--- config.mk ---
export PLATFORM = sky130hd
export DESIGN_NAME = xcvr_rst_seq
export DESIGN_NICKNAME = d
export VERILOG_FILES = /design/src/rtl/xrs_pkg.sv /design/src/rtl/xrs_start_latch.sv /design/src/rtl/xrs_hold_timer.sv /design/src/rtl/xrs_lock_filter.sv /design/src/rtl/xrs_dir_seq.sv /design/src/rtl/xcvr_rst_seq.sv
export SDC_FILE = /design/constraint.sdc
export NUM_CORES = 1
export LEC_CHECK = 0
export BUFFER_PORTS_ARGS = -buffer_cell sky130_fd_sc_hd__buf_2
export CAP_MARGIN = 10
export CELL_PAD_IN_SITES_DETAIL_PLACEMENT = 0
export CELL_PAD_IN_SITES_GLOBAL_PLACEMENT = 1
export CORE_AREA = 2 2 60 62
export DETAILED_ROUTE_END_ITERATION = 12
export DIE_AREA = 0 0 62 64
export MAX_ROUTING_LAYER = met4
export PLACE_DENSITY = 0.77
export SYNTH_ARGS = -nofsm -noshare
export SYNTH_HDL_FRONTEND = slang
export SYNTH_HIERARCHICAL = 1
export SYNTH_SLANG_ARGS = --single-unit
--- constraint.sdc ---
create_clock -name clk -period 2.23 [get_ports clk]
set_input_delay 0.1115 -clock clk [delete_from_list [all_inputs] [get_ports clk]]
set_output_delay 0.1115 -clock clk [all_outputs]
set_load 0.005 [all_outputs]
--- src/rtl/xrs_pkg.sv ---
package xrs_pkg;
  typedef enum logic [2:0] {
    S_IDLE,
    S_REQ,
    S_WAIT_ACK,
    S_ASSERT,
    S_DEASSERT,
    S_WAIT_XFER,
    S_DONE
  } seq_state_e;
endpackage

--- src/rtl/xrs_start_latch.sv ---
// Remembers a start pulse until the direction sequencer accepts it.
module xrs_start_latch (
  input  logic clk,
  input  logic rst_n,
  input  logic start_i,
  input  logic take_i,
  output logic pend_o
);
  logic pend_q;

  assign pend_o = start_i | pend_q;

  always_ff @(posedge clk) begin
    if (!rst_n) pend_q <= 1'b0;
    else        pend_q <= pend_o & ~take_i;
  end
endmodule

--- src/rtl/xrs_hold_timer.sv ---
// Counts reset hold cycles; restarts on clear, saturates at the limit.
module xrs_hold_timer #(
  parameter int HOLD_CYC = 8
) (
  input  logic clk,
  input  logic rst_n,
  input  logic clear_i,
  input  logic en_i,
  output logic done_o
);
  localparam int CW = (HOLD_CYC > 1) ? $clog2(HOLD_CYC) : 1;
  localparam logic [CW-1:0] LAST = CW'(HOLD_CYC - 1);

  logic [CW-1:0] cnt_q;

  assign done_o = (cnt_q == LAST);

  always_ff @(posedge clk) begin
    if (!rst_n)                cnt_q <= '0;
    else if (clear_i)          cnt_q <= '0;
    else if (en_i && !done_o)  cnt_q <= cnt_q + 1'b1;
  end
endmodule

--- src/rtl/xrs_lock_filter.sv ---
// Reports lock as stable once it has been high LOCK_CYC cycles in a row.
module xrs_lock_filter #(
  parameter int LOCK_CYC = 16
) (
  input  logic clk,
  input  logic rst_n,
  input  logic lock_i,
  output logic stable_o
);
  localparam int LW = $clog2(LOCK_CYC + 1);
  localparam logic [LW-1:0] FULL = LW'(LOCK_CYC);

  logic [LW-1:0] run_q;

  assign stable_o = (run_q == FULL);

  always_ff @(posedge clk) begin
    if (!rst_n)         run_q <= '0;
    else if (!lock_i)   run_q <= '0;
    else if (!stable_o) run_q <= run_q + 1'b1;
  end
endmodule

--- src/rtl/xrs_dir_seq.sv ---
// One direction: request a slot, pulse the resets inside it, wait for datapath.
module xrs_dir_seq
  import xrs_pkg::*;
#(
  parameter int NRST     = 3,
  parameter int HOLD_CYC = 8
) (
  input  logic            clk,
  input  logic            rst_n,
  input  logic            start_i,
  input  logic            ack_i,
  input  logic            pma_rdy_i,
  input  logic            xfer_ok_i,
  output logic            req_o,
  output logic [NRST-1:0] rst_o,
  output logic            ready_o
);
  seq_state_e state_q, state_d;
  logic       rst_q, rst_d;
  logic       pend, take, tmr_clr, tmr_en, tmr_done;

  xrs_start_latch u_latch (
    .clk     (clk),
    .rst_n   (rst_n),
    .start_i (start_i),
    .take_i  (take),
    .pend_o  (pend)
  );

  xrs_hold_timer #(.HOLD_CYC(HOLD_CYC)) u_timer (
    .clk     (clk),
    .rst_n   (rst_n),
    .clear_i (tmr_clr),
    .en_i    (tmr_en),
    .done_o  (tmr_done)
  );

  assign tmr_en = (state_q == S_ASSERT) && ack_i;

  always_comb begin
    state_d = state_q;
    rst_d   = rst_q;
    take    = 1'b0;
    tmr_clr = 1'b0;
    unique case (state_q)
      S_IDLE, S_DONE: begin
        if (pend) begin
          take    = 1'b1;
          state_d = S_REQ;
        end
      end
      S_REQ: state_d = S_WAIT_ACK;
      S_WAIT_ACK: begin
        if (ack_i && pma_rdy_i) begin
          rst_d   = 1'b1;
          tmr_clr = 1'b1;
          state_d = S_ASSERT;
        end
      end
      S_ASSERT: begin
        if (!ack_i)        state_d = S_REQ;
        else if (tmr_done) state_d = S_DEASSERT;
      end
      S_DEASSERT: begin
        if (!ack_i) state_d = S_REQ;
        else if (pma_rdy_i) begin
          rst_d   = 1'b0;
          state_d = S_WAIT_XFER;
        end
      end
      S_WAIT_XFER: begin
        if (xfer_ok_i) state_d = S_DONE;
      end
      default: state_d = S_IDLE;
    endcase
  end

  always_ff @(posedge clk) begin
    if (!rst_n) begin
      state_q <= S_IDLE;
      rst_q   <= 1'b0;
    end else begin
      state_q <= state_d;
      rst_q   <= rst_d;
    end
  end

  assign req_o   = (state_q == S_REQ) || (state_q == S_WAIT_ACK) ||
                   (state_q == S_ASSERT) || (state_q == S_DEASSERT);
  assign ready_o = (state_q == S_DONE);

  for (genvar g = 0; g < NRST; g++) begin : g_rst
    assign rst_o[g] = rst_q;
  end
endmodule

--- src/rtl/xcvr_rst_seq.sv ---
module xcvr_rst_seq #(
  parameter int HOLD_CYC = 8,
  parameter int LOCK_CYC = 16
) (
  input  logic clk,
  input  logic rst_n,
  input  logic rx_start,
  input  logic tx_start,
  input  logic rx_grant,
  input  logic tx_grant,
  input  logic rx_pma_rdy,
  input  logic tx_pma_rdy,
  input  logic rx_cdr_lock,
  input  logic rx_xfer_rdy,
  input  logic tx_xfer_rdy,
  output logic rx_slot_req,
  output logic tx_slot_req,
  output logic rx_link_rst,
  output logic rx_pmadig_rst,
  output logic rx_fec_rst,
  output logic tx_link_rst,
  output logic tx_pmadig_rst,
  output logic tx_fec_rst,
  output logic fec_all_rst,
  output logic rx_ready,
  output logic tx_ready
);
  localparam int RX_NRST = 3;
  localparam int TX_NRST = RX_NRST + 1;

  logic [RX_NRST-1:0] rx_rst;
  logic [TX_NRST-1:0] tx_rst;
  logic               lock_ok;

  xrs_lock_filter #(.LOCK_CYC(LOCK_CYC)) u_lock (
    .clk      (clk),
    .rst_n    (rst_n),
    .lock_i   (rx_cdr_lock),
    .stable_o (lock_ok)
  );

  xrs_dir_seq #(.NRST(RX_NRST), .HOLD_CYC(HOLD_CYC)) u_rx (
    .clk       (clk),
    .rst_n     (rst_n),
    .start_i   (rx_start),
    .ack_i     (rx_grant),
    .pma_rdy_i (rx_pma_rdy),
    .xfer_ok_i (rx_xfer_rdy & lock_ok),
    .req_o     (rx_slot_req),
    .rst_o     (rx_rst),
    .ready_o   (rx_ready)
  );

  xrs_dir_seq #(.NRST(TX_NRST), .HOLD_CYC(HOLD_CYC)) u_tx (
    .clk       (clk),
    .rst_n     (rst_n),
    .start_i   (tx_start),
    .ack_i     (tx_grant),
    .pma_rdy_i (tx_pma_rdy),
    .xfer_ok_i (tx_xfer_rdy),
    .req_o     (tx_slot_req),
    .rst_o     (tx_rst),
    .ready_o   (tx_ready)
  );

  assign rx_link_rst   = rx_rst[0];
  assign rx_pmadig_rst = rx_rst[1];
  assign rx_fec_rst    = rx_rst[2];
  assign tx_link_rst   = tx_rst[0];
  assign tx_pmadig_rst = tx_rst[1];
  assign tx_fec_rst    = tx_rst[2];
  assign fec_all_rst   = tx_rst[3];
endmodule

# Yosys cells after proc, flatten, opt, wreduce, memory -nomap -nowiden
# Index checks and enable logic that the tools add are counted.
totals:
  register_bits: 21
  inputBits: 11
  out_inout_bits: 11
  elab_cells: 108
classes:
  add_sub_neg: 3
  n_eq_ne: 29
  mux: 32
  n_bitwise: 8
  n_reduce_logical: 27
ops:
  columns: ["operator", "count"]
  rows:
  - ["two-way mux 3 bit", 14]
  - ["one-hot mux 3 bit (6 select lines)", 2]
  - ["== test 3 bit, second input constant", 8]
  - ["two-way mux 1 bit", 14]
  - ["inequality test 2 bit, second input constant", 7]
  - ["== test 3 x 2 -> 1 bit, second input constant", 4]
  - ["inequality test 3 bit, second input constant", 4]
  - ["AND reduction 5 bit", 2]
  - ["AND reduction 4 bit", 2]
  - ["OR reduction 2 bit", 4]
  - ["adder 3 x 1 -> 3 bit, second input constant", 2]
  - ["== test 3 x 1 -> 1 bit, second input constant", 2]
  - ["logical AND 1 bit", 6]
  - ["logical NOT 3 bit", 2]
  - ["logical OR 1 bit", 6]
  - ["inequality test 2 x 1 -> 1 bit, second input constant", 3]
  - ["adder 5 x 1 -> 5 bit, second input constant", 1]
  - ["== test 5 bit, second input constant", 1]
  - ["one-hot mux 1 bit (2 select lines)", 2]
  - ["nonzero test 2 bit", 2]
  - ["bitwise AND 1 bit", 3]
  - ["inverter 1 bit", 3]
  - ["logical NOT 1 bit", 2]
  - ["bitwise OR 1 bit", 2]
  - ["AND reduction 2 bit", 1]

# Longest topological paths before layout
# Gate-level depths: netlist of the first run.
logic_depth:
  word_depth: 5
  depth_mapped: 8
  ltp_nobuf: 7

# Cells and area by module
# The synthesis of the first run kept the hierarchy.
modules_own_cells:
  columns: ["mod", "instances", "cells_per_inst", "area_per_inst_um2", "seq_area_each_um2"]
  rows:
  - ["xrs_dir_seq at u_tx", 1, 50, 381.6, 80.1]
  - ["xrs_dir_seq at u_rx", 1, 49, 374.1, 80.1]
  - ["xrs_hold_timer", 2, 13, 145.1, 60.1]
  - ["xrs_lock_filter", 1, 24, 236.5, 100.1]
  - ["xrs_start_latch", 2, 3, 35.0, 20.0]
  - ["xcvr_rst_seq", 1, 1, 6.3, 0.0]

# Worst setup path after synthesis of the first run
# OpenSTA, ideal clock, no wires.
synth_timing:
  path_kind: "register to register"
  from: "register u_lock.run_q[0]"
  to: "register u_rx.state_q[1]"
  setup_ps: 115
  t_arrival_ps: 1507
  setup_slack_ps: 609
  path_stages_with_launch: 9
  synth_period_minus_slack_ps: 1621
  cell_sequence: "dfxtp_1 > inv_1 > ha_1 > and4bb_2 > buf_6 > and2_1 > nand2b_1 > a22o_1 > o21a_1"
synth_between:
  elab_chain_len: 4
synth_rtl:
  columns: ["element", "line_no", "source"]
  rows:
  - ["from (decl)", "xrs_lock_filter.sv:13", "logic [LW-1:0] run_q;"]
  - ["from (signal assigned)", "xrs_lock_filter.sv:20", "else if (!stable_o) run_q <= run_q + 1'b1;"]
  - ["== test 5 bit", "xrs_lock_filter.sv:15", "assign stable_o = (run_q == FULL);"]
  - ["net lock_ok", "xcvr_rst_seq.sv:33", "logic lock_ok;"]
  - ["bitwise AND 1 bit", "xcvr_rst_seq.sv:48", ".xfer_ok_i (rx_xfer_rdy & lock_ok),"]
  - ["inequality test 2 x 1 -> 1 bit (no source line)", null, null]
  - ["AND reduction 5 bit (no source line)", null, null]
  - ["to (signal assigned)", "xrs_dir_seq.sv:83", "state_q <= state_d;"]
  - ["to (decl)", "xrs_dir_seq.sv:18", "seq_state_e state_q, state_d;"]
# The timed path passes the listed nets, and every way through them passes these cells.
# A chain may end at the register's enable or synchronous reset.

# Worst setup path after layout of the first run
# Same ends and word-level chain as after synthesis.

==> flow_summary.json, run 1 <==
{
  "syn_nets": 173,
  "cts.sinks": 21,
  "avgRoutedWirePerCell_um": 11.6,
  "rows": 21,
  "max_freq_mhz": 601,
  "post-route-period-util": 0.746,
  "cts_tree": "built",
  "p_per_area_nw_per_um2": 582,
  "arrival_ps": 1880,
  "tightest_slew_ps": 478,
  "synth.area.mux_share": 0.0368,
  "num_io_pins": 22,
  "r2r-start": "u_lock/run_q[0]$_SDFFE_PN0P_",
  "path_class": "flip-flop to flip-flop",
  "ys_warn_count": 6,
  "hp-start": "rx_cdr_lock",
  "synth_fa_ha_area_frac": 0.0552,
  "synth_area_leaders": "dfxtp_1 (31%), ha_1 (5.5%), nor2_1 (4.7%)",
  "yosys.cell_count.top_type": "dfxtp_1",
  "slew_violations": 0,
  "min_period_ps": 1660,
  "setup_violations": 0,
  "insertion_delay_ps": 300,
  "clock_path_buffers": 2,
  "design.core.area_um2": 3280,
  "ys.flop_type": "dfxtp_1",
  "synth-xor-area-share": 0.0516,
  "grt_usage": 0.148,
  "worstHoldPathType": "input pin to flip-flop",
  "cts_buffers": 3,
  "synth_seq_cells": 21,
  "die_x_um": 62,
  "crit_chain": "inv_1 > ha_1 > and4bb_2 > and2_1 > nand2b_1 > a22o_1 > o21a_1",
  "power_w": 0.000834,
  "rr_worst_depth": 7,
  "slowest_delay_ps": 370,
  "routabilityCongestion": 0.721,
  "yosys.area.top_type": "dfxtp_1",
  "synth-compound-area-share": 0.142,
  "grt_max_degree": 16,
  "clkTransAtPathRegs_ps": 120,
  "finalSetupTns_ps": 0,
  "synth_top_family_by_area": "simple AND/OR/NAND/NOR gates",
  "wl_mm": 2.45,
  "crit_required_ps": 2450,
  "drt_iter0_drc": 59,
  "power.leakage_nw": 0.574,
  "critPathMaxFanout": 5,
  "r2r_end": "u_rx/state_q[1]$_SDFFE_PN0P_",
  "fin_area_um2": 1430,
  "antenna_found_initial": 0,
  "synth_edf_count": 0,
  "ant_nets": 0,
  "cts_root_buffer": "clkbuf_4",
  "port_buffers": 21,
  "cts_resized": 0,
  "synth_simple_gate_area_frac": 0.303,
  "crit_slowest_cell": "dfxtp_1",
  "viasPerCell": 5.04,
  "drt_pre_antenna_iters": 4,
  "regToRegSetupSlack_ps": 570,
  "num_antenna_cells": 0,
  "hold-path-cell-count": 3,
  "synth_top_area_share": 0.309,
  "grt_pass1_wl_mm": 4.42,
  "fin_skew_ps": 9.56,
  "area_delta_synth_final_pct": 5.34,
  "post-cts-setup-buffers": 0,
  "rsz0062_at_grt": "false",
  "finalHoldViolations": 0,
  "grt_pass1_vias": 1030,
  "avgSynthCellArea_um2": 8.71,
  "placed_cells": 207,
  "ir_worst_vdd_uv": 268,
  "start_util": 0.414,
  "synth_cells": 156,
  "synth_cell_types": 37,
  "start_kind": "flip-flop",
  "seq_area_frac_synth": 0.309,
  "status": "completed",
  "drc": 0,
  "slew_headroom": 0.681,
  "async_flop_share": 0,
  "die_area_um2": 3970,
  "htree_levels": 1,
  "place_area_um2": 1410,
  "die-height_um": 64,
  "final_layout_size_suffix_gt1_frac": 0.212,
  "cap_violations": 0,
  "endpoint_kind": "flip-flop",
  "fin_hold_ws_ps": 148,
  "min_to": "u_lock/run_q[4]$_SDFFE_PN0P_",
  "synth.cells.most_frequent": "dfxtp_1 (21), nor2_1 (17), buf_4 (7), nand2_1 (7)",
  "synth_area_um2": 1360,
  "finalNonFillerCells": 211,
  "cts-hold-fix-buffers": 0,
  "via_count": 1064,
  "fin_nets": 183,
  "hpwl_mm": 1.74,
  "grt.overflow.total": 0
}
through the flow:
| stage | setup slack [ps] | util |
|---|---|---|
| after global routing | 474 | 0.436 |
| final | 567 | 0.436 |
| after floorplan | 609 | - |
| after detailed placement | 572 | 0.428 |
| after global placement | 637 | 0.428 |
| after CTS | 563 | 0.436 |
state kept, by name, summed over array words and instances, names as in the netlist:
register             cells
u_lock/run_q             5
u_rx/rst_q               1
u_rx/state_q             3
u_rx/u_latch/pend_q      1
u_rx/u_timer/cnt_q       3
u_tx/rst_q               1
u_tx/state_q             3
u_tx/u_latch/pend_q      1
u_tx/u_timer/cnt_q       3
cells by family (layout without fill, tap and decap cells):
| logic type | after synthesis | in the layout |
|---|---|---|
| AO/OA/AOI/OAI | 26 | 26 |
| XOR/XNOR | 8 | 8 |
| adder cells (fa/ha/maj) | 6 | 6 |
| buffers and inverters | 22 | 31 |
| flip-flops | 21 | 21 |
| multiplexers | 5 | 5 |
| AND/OR/NAND/NOR | 68 | 68 |
cell usage in the layout (no fill, tap or decap), drive strengths merged, types with 6 or more instances in the layout:
master  Yosys  final
buf        16     21
dfxtp      21     21
ha          6      6
inv         6      6
nand2       7      7
nand2b      8      8
nor2       19     19
nor3        6      6
o21ai       6      6
xnor2       6      6
critical path, delay by kind of cell (launching register included):
| kind | cells | cell delay, ps |
|---|---|---|
| fa+ha+maj | 1 | 190 |
| flops | 1 | 370 |
| buf+inv | 1 | 80 |
| compound gates | 2 | 390 |
| simple gates | 3 | 560 |
per-layer routing:
layer / vias to the layer above / part of all wire / routed length [um] / GRT usage
met2: 19 / 0.45 / 1110 / 0.228
li1: 548 / - / - / -
met3: 2 / 0.032 / 79 / 0.0425
met4: 0 / 0.0061 / 15 / 0.0399
met1: 495 / 0.51 / 1250 / 0.188
met5: - / 0 / 0 / -
power breakdown:
part | leakage (nW) | total [W] | internal [W] | switching (W)
combinational | 0.388 | 0.000190 | 0.000101 | 0.0000890
sequential | 0.171 | 0.000458 | 0.000400 | 0.0000581
clock | 0.0150 | 0.000185 | 0.0000697 | 0.000116
total | 0.574 | 0.000834 | 0.000571 | 0.000263
layout make-up:
type | count | area [um^2]
tap | 46 | 57.6
fill | 333 | 1850
sequential | 21 | 420
timing repair buffer | 21 | 105
clock buffer | 4 | 26.3
multi-input combinational | 113 | 800
inverter | 6 | 22.5
worst max-delay path by stage:
stage	start	end	slack, ps
finish	u_lock/run_q[0]$_SDFFE_PN0P_	u_rx/state_q[1]$_SDFFE_PN0P_	570
global route	u_lock/run_q[0]$_SDFFE_PN0P_	u_rx/state_q[1]$_SDFFE_PN0P_	470
CTS	u_lock/run_q[0]$_SDFFE_PN0P_	u_rx/state_q[1]$_SDFFE_PN0P_	560
detailed placement	u_lock/run_q[0]$_SDFFE_PN0P_	u_rx/state_q[1]$_SDFFE_PN0P_	570
global placement	u_lock/run_q[0]$_SDFFE_PN0P_	u_rx/state_q[1]$_SDFFE_PN0P_	640
floorplan	u_lock/run_q[0]$_SDFFE_PN0P_	u_rx/state_q[1]$_SDFFE_PN0P_	610
No activity file was read; power rests on OpenSTA's default activity.
==> run 2: changes to the inputs <==
Settings changed: ABC_AREA set to 1, CORE_AREA 2 2 60 62 to 2 2 67 69, DIE_AREA 0 0 62 64 to 0 0 69 71, PLACE_DENSITY 0.77 to 0.73.
Clock period 2.23 ns to 1.5 ns, I/O delays scaled along.
==> run 2 against run 1 <==
Sequential share of layout area down 4.1 points. Sequential power rose by 73%. Worst hold slack lost 110 ps. Largest power group is now combinational logic. Highest routed layer unchanged. Combinational power rose to 6.2 times the previous value.
==> flow_summary.json, run 2 <==
{
  "status": "completed",
  "finalHoldViolations": 0,
  "grt_usage": 0.124,
  "rr_worst_depth": 15,
  "synth.cells.most_frequent": "nor2_1 (45), nand2_1 (35), inv_1 (32), dfxtp_1 (21), nand3_1 (20)",
  "grt_max_degree": 14,
  "yosys.cell_count.top_type": "nor2_1",
  "ys_warn_count": 6,
  "drc": 0,
  "die_x_um": 69,
  "arrival_ps": 1640,
  "synth_seq_cells": 21,
  "r2r_end": "u_rx/state_q[1]$_SDFFE_PN0P_",
  "cts.sinks": 21,
  "power_frac_comb": 0.500,
  "rows": 24,
  "tightest_slew_ps": 355,
  "clkPwrFrac": 0.164,
  "max_freq_mhz": 676,
  "start_kind": "flip-flop",
  "swShare": 0.435,
  "drt_iter0_drc": 63,
  "min_to": "u_tx/u_latch/pend_q$_SDFF_PN0_",
  "ys.flop_type": "dfxtp_1",
  "async_flop_share": 0,
  "hpwl_mm": 2.25,
  "post-route-period-util": 0.987,
  "hp-start": "tx_start",
  "regToRegSetupSlack_ps": 20,
  "port_buffers": 21,
  "design.core.area_um2": 4200,
  "cts_root_buffer": "clkbuf_8",
  "routabilityCongestion": 0.800,
  "setup_violations": 0,
  "r2r-start": "u_lock/run_q[0]$_SDFFE_PN0P_",
  "num_antenna_cells": 0,
  "synth_area_um2": 1420,
  "clock_path_buffers": 2,
  "p_per_area_nw_per_um2": 1410,
  "fin_nets": 264,
  "path_class": "flip-flop to flip-flop",
  "yosys.area.top_type": "dfxtp_1",
  "rsz0062_at_grt": "true",
  "die_area_um2": 4900,
  "ant_nets": 0,
  "antenna_found_initial": 0,
  "ir_worst_vdd_uv": 432,
  "worstHoldPathType": "input pin to flip-flop",
  "grt.overflow.total": 0,
  "synth_cells": 218,
  "cts_buffers": 3,
  "synth_edf_count": 0,
  "grt_pass1_vias": 1183,
  "hold-path-cell-count": 3,
  "fill_cells": 478,
  "die-height_um": 71,
  "slew_headroom": 0.762,
  "synth_area_leaders": "dfxtp_1 (30%), nor2_1 (12%), nand2_1 (9.3%)",
  "htree_levels": 1,
  "insertion_delay_ps": 260,
  "fin_hold_ws_ps": 35.9,
  "place_area_um2": 1610,
  "start_util": 0.337,
  "avgRoutedWirePerCell_um": 9.59,
  "critPathMaxFanout": 3,
  "final_cell_mix": "nor2_1 (42), nand2_1 (35), inv_1 (30), buf_2 (21), nand3_1 (20)",
  "grt_pass1_wl_mm": 4.90,
  "seq_area_frac_synth": 0.297,
  "avgSynthCellArea_um2": 6.50,
  "final_layout_size_suffix_gt1_frac": 0.276,
  "final_common_cell": "nor2_1",
  "via_count": 1335,
  "syn_nets": 235,
  "synth_cell_types": 22,
  "clkTransAtPathRegs_ps": 80,
  "viasPerCell": 4.48,
  "p_sw_w": 0.00102,
  "cts_tree": "built",
  "fin_skew_ps": 4.42,
  "endpoint_kind": "flip-flop",
  "largest_register_ffs": 5,
  "slew_violations": 0,
  "cts-hold-fix-buffers": 0,
  "largest-register": "u_lock/run_q",
  "pwr-share-seq": 0.336,
  "area_delta_synth_final_pct": 17.9,
  "synth_top_area_share": 0.297,
  "power.leakage_nw": 0.879,
  "cap_violations": 0,
  "p_int_w": 0.00133,
  "wl_mm": 2.86,
  "post-cts-setup-buffers": 0,
  "num_io_pins": 22,
  "drt_pre_antenna_iters": 4,
  "fin_area_um2": 1670,
  "crit_required_ps": 1660,
  "min_period_ps": 1480
}
==> run 2: cell count changes after synthesis, sizes merged, moves of 5 or more <==
| cell | previous run | this run |
|---|---|---|
| mux2i | 5 | 0 |
| inv | 6 | 40 |
| nand2b | 8 | 0 |
| buf | 16 | 7 |
| nand4 | 0 | 8 |
| nand3 | 2 | 24 |
| nor2 | 19 | 54 |
| xnor2 | 6 | 1 |
| nand2 | 7 | 37 |
==> run 2: how the worst max path moves through the flow <==
stage / start / to / slack [ps]
3_5_place_dp: u_lock/run_q[0]$_SDFFE_PN0P_ / u_rx/state_q[1]$_SDFFE_PN0P_ / -6
4_1_cts: u_lock/run_q[0]$_SDFFE_PN0P_ / u_rx/state_q[1]$_SDFFE_PN0P_ / 10
2_1_floorplan: u_lock/run_q[0]$_SDFFE_PN0P_ / u_rx/state_q[2]$_SDFFE_PN0P_ / 20
3_3_place_gp: u_lock/run_q[0]$_SDFFE_PN0P_ / u_rx/state_q[1]$_SDFFE_PN0P_ / 20
5_1_grt: u_lock/run_q[1]$_SDFFE_PN0P_ / u_rx/state_q[0]$_SDFFE_PN0P_ / -100
6_report: u_lock/run_q[0]$_SDFFE_PN0P_ / u_rx/state_q[1]$_SDFFE_PN0P_ / 20
==> run 2: worst max-delay path: stages (launching register included) <==
cell and delay (ps):
dfxtp_2 330, inv_2 50, ha_2 140, nand2_1 40
inv_1 60, nand2_1 60, inv_1 50, nand2_1 40
inv_1 50, inv_1 40, nand4_1 110, nand2_1 80
nor2_2 140, nand3_1 100, nand2_1 60, nor2_1 40
==> run 2: power groups by stage <==
stage,Sequential [W],Clock (W),Combinational [W]
global route,0.000810,0.000427,0.00135
detailed placement,0.000803,0,0.00116
global placement,0.000805,0,0.00117
finish,0.000792,0.000386,0.00118
floorplan,0.000788,0,0.000882
CTS,0.000789,0.000414,0.00117
==> run 2: kinds of logic after synthesis <==
family                     count (synthesis)  synth area share
AOI/OAI and AO/OA                         14            0.0601
adders and majority gates                  6            0.0530
DFF                                       21             0.297
and+or+nand+nor                          127             0.436
buffers and inverters                     49             0.148
xor gates and xnor gates                   1           0.00618
==> run 2: layer usage <==
metal	part of all wire	routed length, um	vias up	GRT usage
li1	-	-	731	-
met1	0.50	1430	589	0.150
met2	0.46	1320	13	0.204
met3	0.030	86	2	0.0242
met4	0.0080	23	0	0.0479
met5	0	0	-	-
==> run 2: area by class of cell <==
class	count	area, um^2	share of cell area
Tap cell	52	65.1	0.0390
Inverter	42	158	0.0944
Clock buffer	3	41.3	0.0247
Timing Repair Buffer	31	180	0.108
Multi-Input combinational cell	148	796	0.476
Clock inverter	1	7.51	0.00449
Sequential cell	21	423	0.253
==> run 2: stage by stage <==
stage / TNS [ps] / cells / power [W] / utilization / setup WS, ps
global placement: 0 / 294 / 0.00198 / 0.383 / 20.4
CTS: 0 / 298 / 0.00238 / 0.395 / 10.2
floorplan: 0 / 218 / 0.00167 / - / 18.0
detailed placement: -13.9 / 294 / 0.00197 / 0.383 / -6.36
global route: -262 / 298 / 0.00259 / 0.397 / -101
finish: 0 / 298 / 0.00235 / 0.397 / 19.7
==> run 2: repair_timing <==
item                       4_1_cts  5_1_grt
setup endpoints to repair        3        9
pin swaps                        0        5
resized for setup                1        7
==> run 3: changes to the inputs <==
Settings changed: GPL_TIMING_DRIVEN set to 0.
==> run 3 against run 2 <==
Largest power group unchanged. Fmax down 2.0%. Highest routed layer unchanged. The run now ends with setup timing left. Clock skew rose by 1.7 ps. Core utilization is 0.86 points higher. Worst setup slack got worse by 31 ps. Non-clock buffer count increased by 2. Clock power fell by 4%.
==> flow_summary.json, run 3 (synthesis results as in run 2) <==
{
  "insertion_delay_ps": 260,
  "drt_pre_antenna_iters": 4,
  "setup_violations": 3,
  "min_to": "u_tx/u_latch/pend_q$_SDFF_PN0_",
  "grt_usage": 0.123,
  "die_area_um2": 4900,
  "antenna_found_initial": 0,
  "tightest_slew_ps": 300,
  "design.core.area_um2": 4200,
  "slew_headroom": 0.800,
  "via_count": 1343,
  "p_per_area_nw_per_um2": 1360,
  "slew_violations": 0,
  "place_area_um2": 1590,
  "drt_iter0_drc": 67,
  "regToRegSetupSlack_ps": -10,
  "num_io_pins": 22,
  "final_common_cell": "nor2_1",
  "rows": 24,
  "path_class": "flip-flop to flip-flop",
  "crit_buf_inv": 5,
  "final_layout_size_suffix_gt1_frac": 0.306,
  "place_ws_ps": -176,
  "cts.sinks": 21,
  "power.leakage_nw": 0.895,
  "violations": "setup timing",
  "final_cell_mix": "nor2_1 (41), nand2_1 (33), inv_1 (28), buf_2 (21), nand3_1 (20)",
  "fin_area_um2": 1710,
  "ant_nets": 0,
  "num_antenna_cells": 0,
  "post-route-period-util": 1.01,
  "die-height_um": 71,
  "drc": 0,
  "crit_required_ps": 1660,
  "slowest_delay_ps": 330,
  "start_kind": "flip-flop",
  "hp-start": "tx_start",
  "largest_register_ffs": 5,
  "rr_worst_depth": 15,
  "die_x_um": 69,
  "rsz0062_at_grt": "true",
  "start_util": 0.337,
  "ir_worst_vdd_uv": 681,
  "hold-path-cell-count": 3,
  "endpoint_kind": "flip-flop",
  "avgRoutedWirePerCell_um": 9.97,
  "finalHoldViolations": 0,
  "arrival_ps": 1670,
  "power_w": 0.00232,
  "status": "complete, but fails checks",
  "crit_family": "simple AND/OR/NAND/NOR gates",
  "r2r_end": "u_rx/state_q[1]$_SDFFE_PN0P_",
  "grt_max_degree": 14,
  "port_buffers": 21,
  "max_freq_mhz": 662,
  "fin_ws_ps": -11.0,
  "viasPerCell": 4.48,
  "largest-register": "u_lock/run_q",
  "worstHoldPathType": "input pin to flip-flop",
  "grt_pass1_vias": 1105,
  "cts_buffers": 3,
  "critPathMaxFanout": 3,
  "crit_chain": "inv_2 > ha_4 > nand2_2 > inv_2 > nand2_2 > inv_2 > nand2_1 > inv_1 > inv_1 > nand4_1 > nand2_1 > nor2_2 > nand3_1 > nand2_1 > nor2_1",
  "cts_root_buffer": "clkbuf_8",
  "wl_mm": 2.99,
  "r2r-start": "u_lock/run_q[0]$_SDFFE_PN0P_",
  "cap_violations": 0,
  "htree_levels": 1,
  "fin_skew_ps": 6.13,
  "clock_path_buffers": 2,
  "min_period_ps": 1510,
  "cp.depth": 15,
  "routabilityCongestion": 0.813,
  "grt_pass1_wl_mm": 4.90,
  "crit_slowest_cell": "dfxtp_2",
  "cts_tree": "built",
  "area_delta_synth_final_pct": 20.5,
  "hpwl_mm": 2.17,
  "fin_nets": 266,
  "grt.overflow.total": 0,
  "clkTransAtPathRegs_ps": 80
}
-- run 3: cell count changes in the layout (fill, tap and decap cells not counted), moves of 2 or more --
| cell | previous run | this run |
|---|---|---|
| inv_1 | 30 | 28 |
| inv_2 | 10 | 12 |
| nand2_1 | 35 | 33 |
| buf_4 | 10 | 12 |
| nand2_2 | 2 | 4 |
-- run 3: area by class of cell --
type	instances	area, um^2
fillers	513	2500
multi-input cells	148	818
flip-flops and latches	21	424
inverters	42	158
repair buffers	26	143
well taps	52	65.1
plain buffers	7	52.6
clock buffers	3	41.3
clock inverters	1	5.00
-- run 3: routing by layer --
layer	part of all wire	track usage	up-vias
li1	-	-	734
met1	0.49	0.163	584
met2	0.46	0.189	23
met3	0.043	0.0356	2
met4	0.0074	0.0261	0
met5	0	-	-
-- run 3: worst reg2reg max path, delay by kind of cell (launching register included) --
| family | cells | cell delay, ps |
|---|---|---|
| AND/OR/NAND/NOR | 9 | 670 |
| flip-flops | 1 | 330 |
| buffers and inverters | 5 | 280 |
| adder cells (fa/ha/maj) | 1 | 130 |
-- run 3: worst max-delay path by stage --
stage	from	endpoint
after floorplan	u_lock/run_q[0]$_SDFFE_PN0P_	u_rx/state_q[2]$_SDFFE_PN0P_
after global placement	u_lock/run_q[0]$_SDFFE_PN0P_	u_rx/state_q[2]$_SDFFE_PN0P_
after detailed placement	u_lock/run_q[0]$_SDFFE_PN0P_	u_rx/state_q[2]$_SDFFE_PN0P_
after CTS	u_lock/run_q[0]$_SDFFE_PN0P_	u_rx/state_q[2]$_SDFFE_PN0P_
after global routing	u_lock/run_q[0]$_SDFFE_PN0P_	u_rx/state_q[1]$_SDFFE_PN0P_
final	u_lock/run_q[0]$_SDFFE_PN0P_	u_rx/state_q[1]$_SDFFE_PN0P_
-- run 3: stage by stage --
step / hold slack, ps / std cells / TNS (ps) / utilization
2_1_floorplan: 195 / 218 / 0 / -
3_5_place_dp: 319 / 291 / -518 / 0.377
6_report: 42.6 / 300 / -18.0 / 0.406
3_3_place_gp: 309 / 291 / -537 / 0.377
4_1_cts: 41.3 / 298 / 0 / 0.395
5_1_grt: 64.9 / 300 / -530 / 0.406
-- run 3: what timing repair did --
item,in CTS,in global routing
hold buffers,0,0
pin swaps,1,6
endpoints found under the setup margin,3,13
hold endpoints to repair,0,0
gates resized for setup,5,11
setup buffers,3,2
-- run 3: power by group --
part	switching, W	internal, W
Sequential	0.000148	0.000669
Combinational	0.000680	0.000451
Clock	0.000186	0.000185
